===== config.mk =====
export PLATFORM = sky130hd
export DESIGN_NAME = conio_mmio
export DESIGN_NICKNAME = d
export VERILOG_FILES = /design/src/rtl/conio_pkg.sv /design/src/rtl/conio_decode.sv /design/src/rtl/conio_kbd_port.sv /design/src/rtl/conio_disp_port.sv /design/src/rtl/conio_mmio.sv
export SDC_FILE = /design/constraint.sdc
export NUM_CORES = 1
export LEC_CHECK = 0
export ABC_AREA = 1
export BUFFER_PORTS_ARGS = -buffer_cell sky130_fd_sc_hd__buf_2
export CORE_ASPECT_RATIO = 1.75
export CORE_MARGIN = 2
export CORE_UTILIZATION = 40
export CTS_CLUSTER_SIZE = 20
export DETAILED_ROUTE_END_ITERATION = 6
export PLACE_DENSITY = 0.86
export SLEW_MARGIN = 40
export SYNTH_ARGS = -nofsm -noshare
export SYNTH_HDL_FRONTEND = slang
export SYNTH_SLANG_ARGS = --single-unit

===== constraint.sdc =====
create_clock -name clk -period 1.7 [get_ports clk]
set_input_delay 0.17 -clock clk [delete_from_list [all_inputs] [get_ports clk]]
set_output_delay 0.17 -clock clk [all_outputs]
set_load 0.01 [all_outputs]

===== src/rtl/conio_pkg.sv =====
// conio_pkg: shared constants for the console register block.
// Assumes 16-bit registers spaced two address units apart.
package conio_pkg;
    localparam int WORD_W   = 16;
    localparam int CHAR_W   = 8;
    localparam int NREG     = 4;
    localparam int RDY_BIT  = 15;
    localparam int IE_BIT   = 14;
    // Register slots, in address order from the base
    localparam int IDX_KSTAT = 0;
    localparam int IDX_KDATA = 1;
    localparam int IDX_DSTAT = 2;
    localparam int IDX_DDATA = 3;
endpackage


===== src/rtl/conio_decode.sv =====
// conio_decode: turns an address plus strobes into one-hot slot hits.
// Assumes full-width address compare; slot i sits at BASE + i*STRIDE.
module conio_decode #(
    parameter int ADDR_W = 16,
    parameter int NREG   = 4,
    parameter int STRIDE = 2,
    parameter logic [ADDR_W-1:0] BASE = 16'hFE00
) (
    input  logic [ADDR_W-1:0] addr,
    input  logic              rd,
    input  logic              wr,
    output logic [NREG-1:0]   rd_hit,
    output logic [NREG-1:0]   wr_hit
);
    // One comparator per register slot
    for (genvar i = 0; i < NREG; i++) begin : g_slot
        localparam logic [ADDR_W-1:0] SLOT_ADDR = ADDR_W'(int'(BASE) + i * STRIDE);
        assign rd_hit[i] = rd && (addr == SLOT_ADDR);
        assign wr_hit[i] = wr && (addr == SLOT_ADDR);
    end
endmodule


===== src/rtl/conio_kbd_port.sv =====
// conio_kbd_port: keyboard ready flag, enable and latched code.
// Assumes key_valid is a single-cycle pulse; a held key is dropped.
module conio_kbd_port #(
    parameter int CHAR_W = 8
) (
    input  logic              clk,
    input  logic              rst_n,
    input  logic              key_valid,
    input  logic [CHAR_W-1:0] key_code,
    input  logic              stat_wr,
    input  logic              ie_in,
    input  logic              data_rd,
    output logic              ready,
    output logic              ie,
    output logic [CHAR_W-1:0] code
);
    // Enable register, written through the status slot
    always_ff @(posedge clk) begin
        if (!rst_n)       ie <= 1'b0;
        else if (stat_wr) ie <= ie_in;
    end

    // Ready handshake: capture when idle, release on data read
    always_ff @(posedge clk) begin
        if (!rst_n) begin
            ready <= 1'b0;
            code  <= '0;
        end else if (ready) begin
            if (data_rd) ready <= 1'b0;
        end else if (key_valid) begin
            ready <= 1'b1;
            code  <= key_code;
        end
    end

    AST_KBD_TAKE: assert property (@(posedge clk) disable iff (!rst_n) (!ready && key_valid) |=> (ready && code == $past(key_code))) else $error("key not captured");
    AST_KBD_LOCK: assert property (@(posedge clk) disable iff (!rst_n) (ready && !data_rd) |=> (ready && $stable(code))) else $error("locked key changed");
    AST_KBD_FREE: assert property (@(posedge clk) disable iff (!rst_n) (ready && data_rd) |=> !ready) else $error("read did not release");
endmodule


===== src/rtl/conio_disp_port.sv =====
// conio_disp_port: display ready flag, enable, character and strobe.
// Assumes disp_done arrives only after a character was sent.
module conio_disp_port #(
    parameter int CHAR_W = 8
) (
    input  logic              clk,
    input  logic              rst_n,
    input  logic              stat_wr,
    input  logic              ie_in,
    input  logic              data_wr,
    input  logic [CHAR_W-1:0] wchar,
    input  logic              done,
    output logic              ready,
    output logic              ie,
    output logic [CHAR_W-1:0] disp_char,
    output logic              disp_wr
);
    // Enable register, written through the status slot
    always_ff @(posedge clk) begin
        if (!rst_n)       ie <= 1'b0;
        else if (stat_wr) ie <= ie_in;
    end

    // Ready handshake: send on write when free, rearm on done
    always_ff @(posedge clk) begin
        if (!rst_n) begin
            ready     <= 1'b1;
            disp_char <= '0;
            disp_wr   <= 1'b0;
        end else begin
            disp_wr <= 1'b0;
            if (ready) begin
                if (data_wr) begin
                    ready     <= 1'b0;
                    disp_char <= wchar;
                    disp_wr   <= 1'b1;
                end
            end else if (done) begin
                ready <= 1'b1;
            end
        end
    end

    AST_DISP_SEND: assert property (@(posedge clk) disable iff (!rst_n) (ready && data_wr) |=> (disp_wr && !ready && disp_char == $past(wchar))) else $error("write not sent");
    AST_DISP_DROP: assert property (@(posedge clk) disable iff (!rst_n) (!ready && data_wr) |=> !disp_wr) else $error("busy write leaked");
    AST_DISP_HOLD: assert property (@(posedge clk) disable iff (!rst_n) (!ready && !done) |=> (!ready && $stable(disp_char))) else $error("busy state changed");
    AST_DISP_DONE: assert property (@(posedge clk) disable iff (!rst_n) (!ready && done) |=> ready) else $error("done ignored");
endmodule


===== src/rtl/conio_mmio.sv =====
// conio_mmio: keyboard/display register block on a simple strobe bus.
// Assumes one-cycle rd/wr strobes; read data is combinational.
module conio_mmio
    import conio_pkg::*;
#(
    parameter int ADDR_W = 16,
    parameter logic [ADDR_W-1:0] BASE = 16'hFE00
) (
    input  logic              clk,
    input  logic              rst_n,
    input  logic [ADDR_W-1:0] bus_addr,
    input  logic              bus_rd,
    input  logic              bus_wr,
    input  logic [WORD_W-1:0] bus_wdata,
    output logic [WORD_W-1:0] bus_rdata,
    input  logic              key_valid,
    input  logic [CHAR_W-1:0] key_code,
    input  logic              disp_done,
    output logic [CHAR_W-1:0] disp_char,
    output logic              disp_wr,
    output logic              kbd_irq,
    output logic              disp_irq
);
    localparam int STRIDE = 2;

    logic [NREG-1:0]   rd_hit, wr_hit;
    logic              k_ready, k_ie, d_ready, d_ie;
    logic [CHAR_W-1:0] k_code;

    conio_decode #(.ADDR_W(ADDR_W), .NREG(NREG), .STRIDE(STRIDE), .BASE(BASE)) u_dec (
        .addr(bus_addr), .rd(bus_rd), .wr(bus_wr), .rd_hit(rd_hit), .wr_hit(wr_hit)
    );

    conio_kbd_port #(.CHAR_W(CHAR_W)) u_kbd (
        .clk(clk), .rst_n(rst_n), .key_valid(key_valid), .key_code(key_code),
        .stat_wr(wr_hit[IDX_KSTAT]), .ie_in(bus_wdata[IE_BIT]),
        .data_rd(rd_hit[IDX_KDATA]), .ready(k_ready), .ie(k_ie), .code(k_code)
    );

    conio_disp_port #(.CHAR_W(CHAR_W)) u_disp (
        .clk(clk), .rst_n(rst_n), .stat_wr(wr_hit[IDX_DSTAT]), .ie_in(bus_wdata[IE_BIT]),
        .data_wr(wr_hit[IDX_DDATA]), .wchar(bus_wdata[CHAR_W-1:0]), .done(disp_done),
        .ready(d_ready), .ie(d_ie), .disp_char(disp_char), .disp_wr(disp_wr)
    );

    // Read mux: status words, zero-extended key code, zero elsewhere
    always_comb begin
        bus_rdata = '0;
        if (rd_hit[IDX_KSTAT]) begin
            bus_rdata[RDY_BIT] = k_ready;
            bus_rdata[IE_BIT]  = k_ie;
        end
        if (rd_hit[IDX_KDATA]) bus_rdata[CHAR_W-1:0] = k_code;
        if (rd_hit[IDX_DSTAT]) begin
            bus_rdata[RDY_BIT] = d_ready;
            bus_rdata[IE_BIT]  = d_ie;
        end
    end

    // Interrupt requests gated by the per-device enable
    assign kbd_irq  = k_ready & k_ie;
    assign disp_irq = d_ready & d_ie;
endmodule


==> flow_summary.yaml <==
run_status:
  outcome: "complete, no violations"
power:
  p_per_area_mw_per_mm2: 653
  finalPower_mw: 0.953
  peakVddDrop_mv: 0.534
  p_leak_nw: 0.876
final_layout:
  fillers: 287
  num-nets-final: 291
  area_growth_syn_to_layout_pct: 28.5
  design_area_sq_mm: 0.00146
  num_antenna_cells: 0
  final_layout_size_suffix_gt1_frac: 0.275
  layout.area.seq_sq_um: 420
  multi_input_area_sq_um: 522
hold_path:
  min_path_type: "in2reg"
  min_delay_worst_endpoint: "u_disp.disp_char[2]"
  hold_start: "bus_wdata[2]"
  whs_path_depth: 3
routing:
  drt_iter0_markers: 16
  drtPass1Iterations: 4
  drc: 0
  post_drt_via_cell_ratio: 4.47
  antenna_left: 0
  finalWirelength_mm: 2.45
  num_vias: 1211
  wl_per_cell_um: 9.04
setup_path:
  cp_max_fo: 8
  crit_chain: "buf_2, inv_1, nand2_1, nor2_1, nand3_1, inv_1, nand3_1, nor2_1, buf_2"
  cp_top_family: "simple AND/OR/NAND/NOR gates"
  critPathKind: "in2out"
  reg2regPathDepth: 8
  r2r_slack_ps: 540
  crit_required_ps: 1530
  cp_num_buf_inv: 4
  r2r_end: "u_disp.disp_char[1]"
  cpPeakStageDelay_ps: 240
  worstSetupEndpointType: "output port"
  reg2reg_from: "u_disp.ready"
  cp_data_arrival_time_ps: 1290
  crit_path_start_kind: "input pin"
  critical-path-slowest-cell: "nand3_1"
timing:
  rsz0062_at_grt: "no"
  fin_worst_skew_ps: 6.21
  final.setup.tns_ps: 0
  final_max_slew_viol_count: 0
  period_minus_slack_ps: 1460
  setup_violations: 0
  hold_viol_final: 0
  max_freq_mhz: 684
  fin_crit_sh: 0.859
clock_network:
  ctsResizeCount: 0
  clk_latency_ps: 260
  cts-hold-fix-buffers: 0
  cts.clk_slew.worst_paths_ps: 80
  post_cts_buffers: 0
  cts_max_level: 1
  cts_root_buf: "clkbuf_8"
  clock_path_buffers: 2
  cts_tree: "built"
  cts_sinks: 21
  numCtsBuffers: 3
die:
  die_w_um: 44.3
  rows: 25
  initial_core_util: 0.422
  die_h_um: 74.5
  ios: 73
  core_area_sq_mm: 0.00269
  fp.dieArea_sq_mm: 0.00330
synth:
  synth_area_per_cell_sq_um: 6.11
  syn-cell-area_sq_mm: 0.00114
  yosys.area.top_type: "dfxtp_1"
  synth-warning-count: 0
  ys_ff_latch: 21
  synth_edf_count: 0
  synth-async-reset-ratio: 0
  synth_xor_area_frac: 0
  synthSimpleGateAreaFrac: 0.346
  yosysTopAreaCellShare: 0.370
  synth_mux_area_frac: 0
  synth_top_family_by_area: "simple AND/OR/NAND/NOR gates"
  synthFlopType: "dfxtp_1"
  ys_seq_area_frac: 0.370
  synth_compound_area_frac: 0.0936
  ys_top_cells_by_area: "dfxtp_1 37%, nor2_1 14%, nand2_1 13%, inv_1 13%, a21oi_1 4.4%"
  syn_inst: 186
  synth.distinct_cells: 18
  synth_adder_area_share: 0
  synth_most_common_cell: "nor2_1"
  synth_common_cells: "42 x nor2_1, 39 x nand2_1, 38 x inv_1"
placement:
  place_congestion: 0.823
  dpl-instance-area_sq_mm: 0.00141
  detailed_place_hpwl_mm: 1.97
  port_buffers: 59
grt:
  grt-ovfl-total: 0
  grt_pass1_wl_mm: 4.12
  grt_pass1_vias: 1051
  grt_max_degree: 20
  track_usage: 0.160
  antenna_found_initial: 0
run:
  max_cap_violations: 0
## metrics by stage
step                      std cells  hold WS (ps)  utilization  setup slack [ps]
after detailed placement        267           399        0.526               216
after global placement          267           390        0.526               194
after floorplan                 191           305            -               579
after CTS                       271           127        0.543               214
final                           271           127        0.543               239
after global routing            271           135        0.543              39.2
## sequential cells by signal, summed over array words and instances (netlist names)
name              count
u_disp.ie             1
u_disp.disp_char      8
u_kbd.ready           1
u_kbd.code            8
u_disp.ready          1
u_disp.disp_wr        1
u_kbd.ie              1
## layer usage
| layer | up-vias | share of wire | track usage |
|---|---|---|---|
| met1 | 510 | 0.39 | 0.183 |
| li1 | 657 | - | - |
| met5 | - | 0 | 0 |
| met4 | 0 | 0.0090 | 0.0505 |
| met2 | 41 | 0.54 | 0.294 |
| met3 | 3 | 0.061 | 0.0243 |
## logic make-up after synthesis
kind of cell,after synthesis
simple gates,96
buf+inv,48
compound gates,20
other cells,1
flops,21
## cells in the final DEF (no fill, tap or decap), drive strengths merged
cell type / n
a21oi: 11
buf: 59
clkbuf: 3
clkinv: 1
conb: 6
dfxtp: 21
inv: 38
nand2: 40
nand3: 8
nand4: 4
nor2: 43
o21ai: 8
o21bai: 1
or2: 1
## worst register-to-register path: stages (launching register included)
cell and delay [ps]:
dfxtp_1 390, nand2_1 70, inv_1 50, nand3_1 80, nor2_2 130, nand2_4 150
nand2_1 90, nand2_1 50, nor2_1 90
## layout make-up
type                    count  share of cell area
clock buffers               3              0.0283
repair buffers             59               0.202
inverters                  38              0.0977
well taps                  27              0.0231
flip-flops and latches     21               0.288
clock inverters             1             0.00343
multi-input cells         122               0.357
## power by group
group	internal (mW)	switching [mW]
Sequential	0.509	0.00493
Clock	0.163	0.160
Combinational	0.0505	0.0649
## worst max path at each step
stage,depth (start not counted),start,end,slack (ps)
2_1_floorplan,7,bus_addr[8],bus_rdata[0],580
3_3_place_gp,9,bus_addr[8],bus_rdata[0],190
3_5_place_dp,9,bus_addr[8],bus_rdata[0],220
4_1_cts,9,bus_addr[8],bus_rdata[0],210
5_1_grt,9,bus_addr[8],bus_rdata[5],40
6_report,9,bus_addr[8],bus_rdata[5],240
Power figures use the tool's default switching activity.
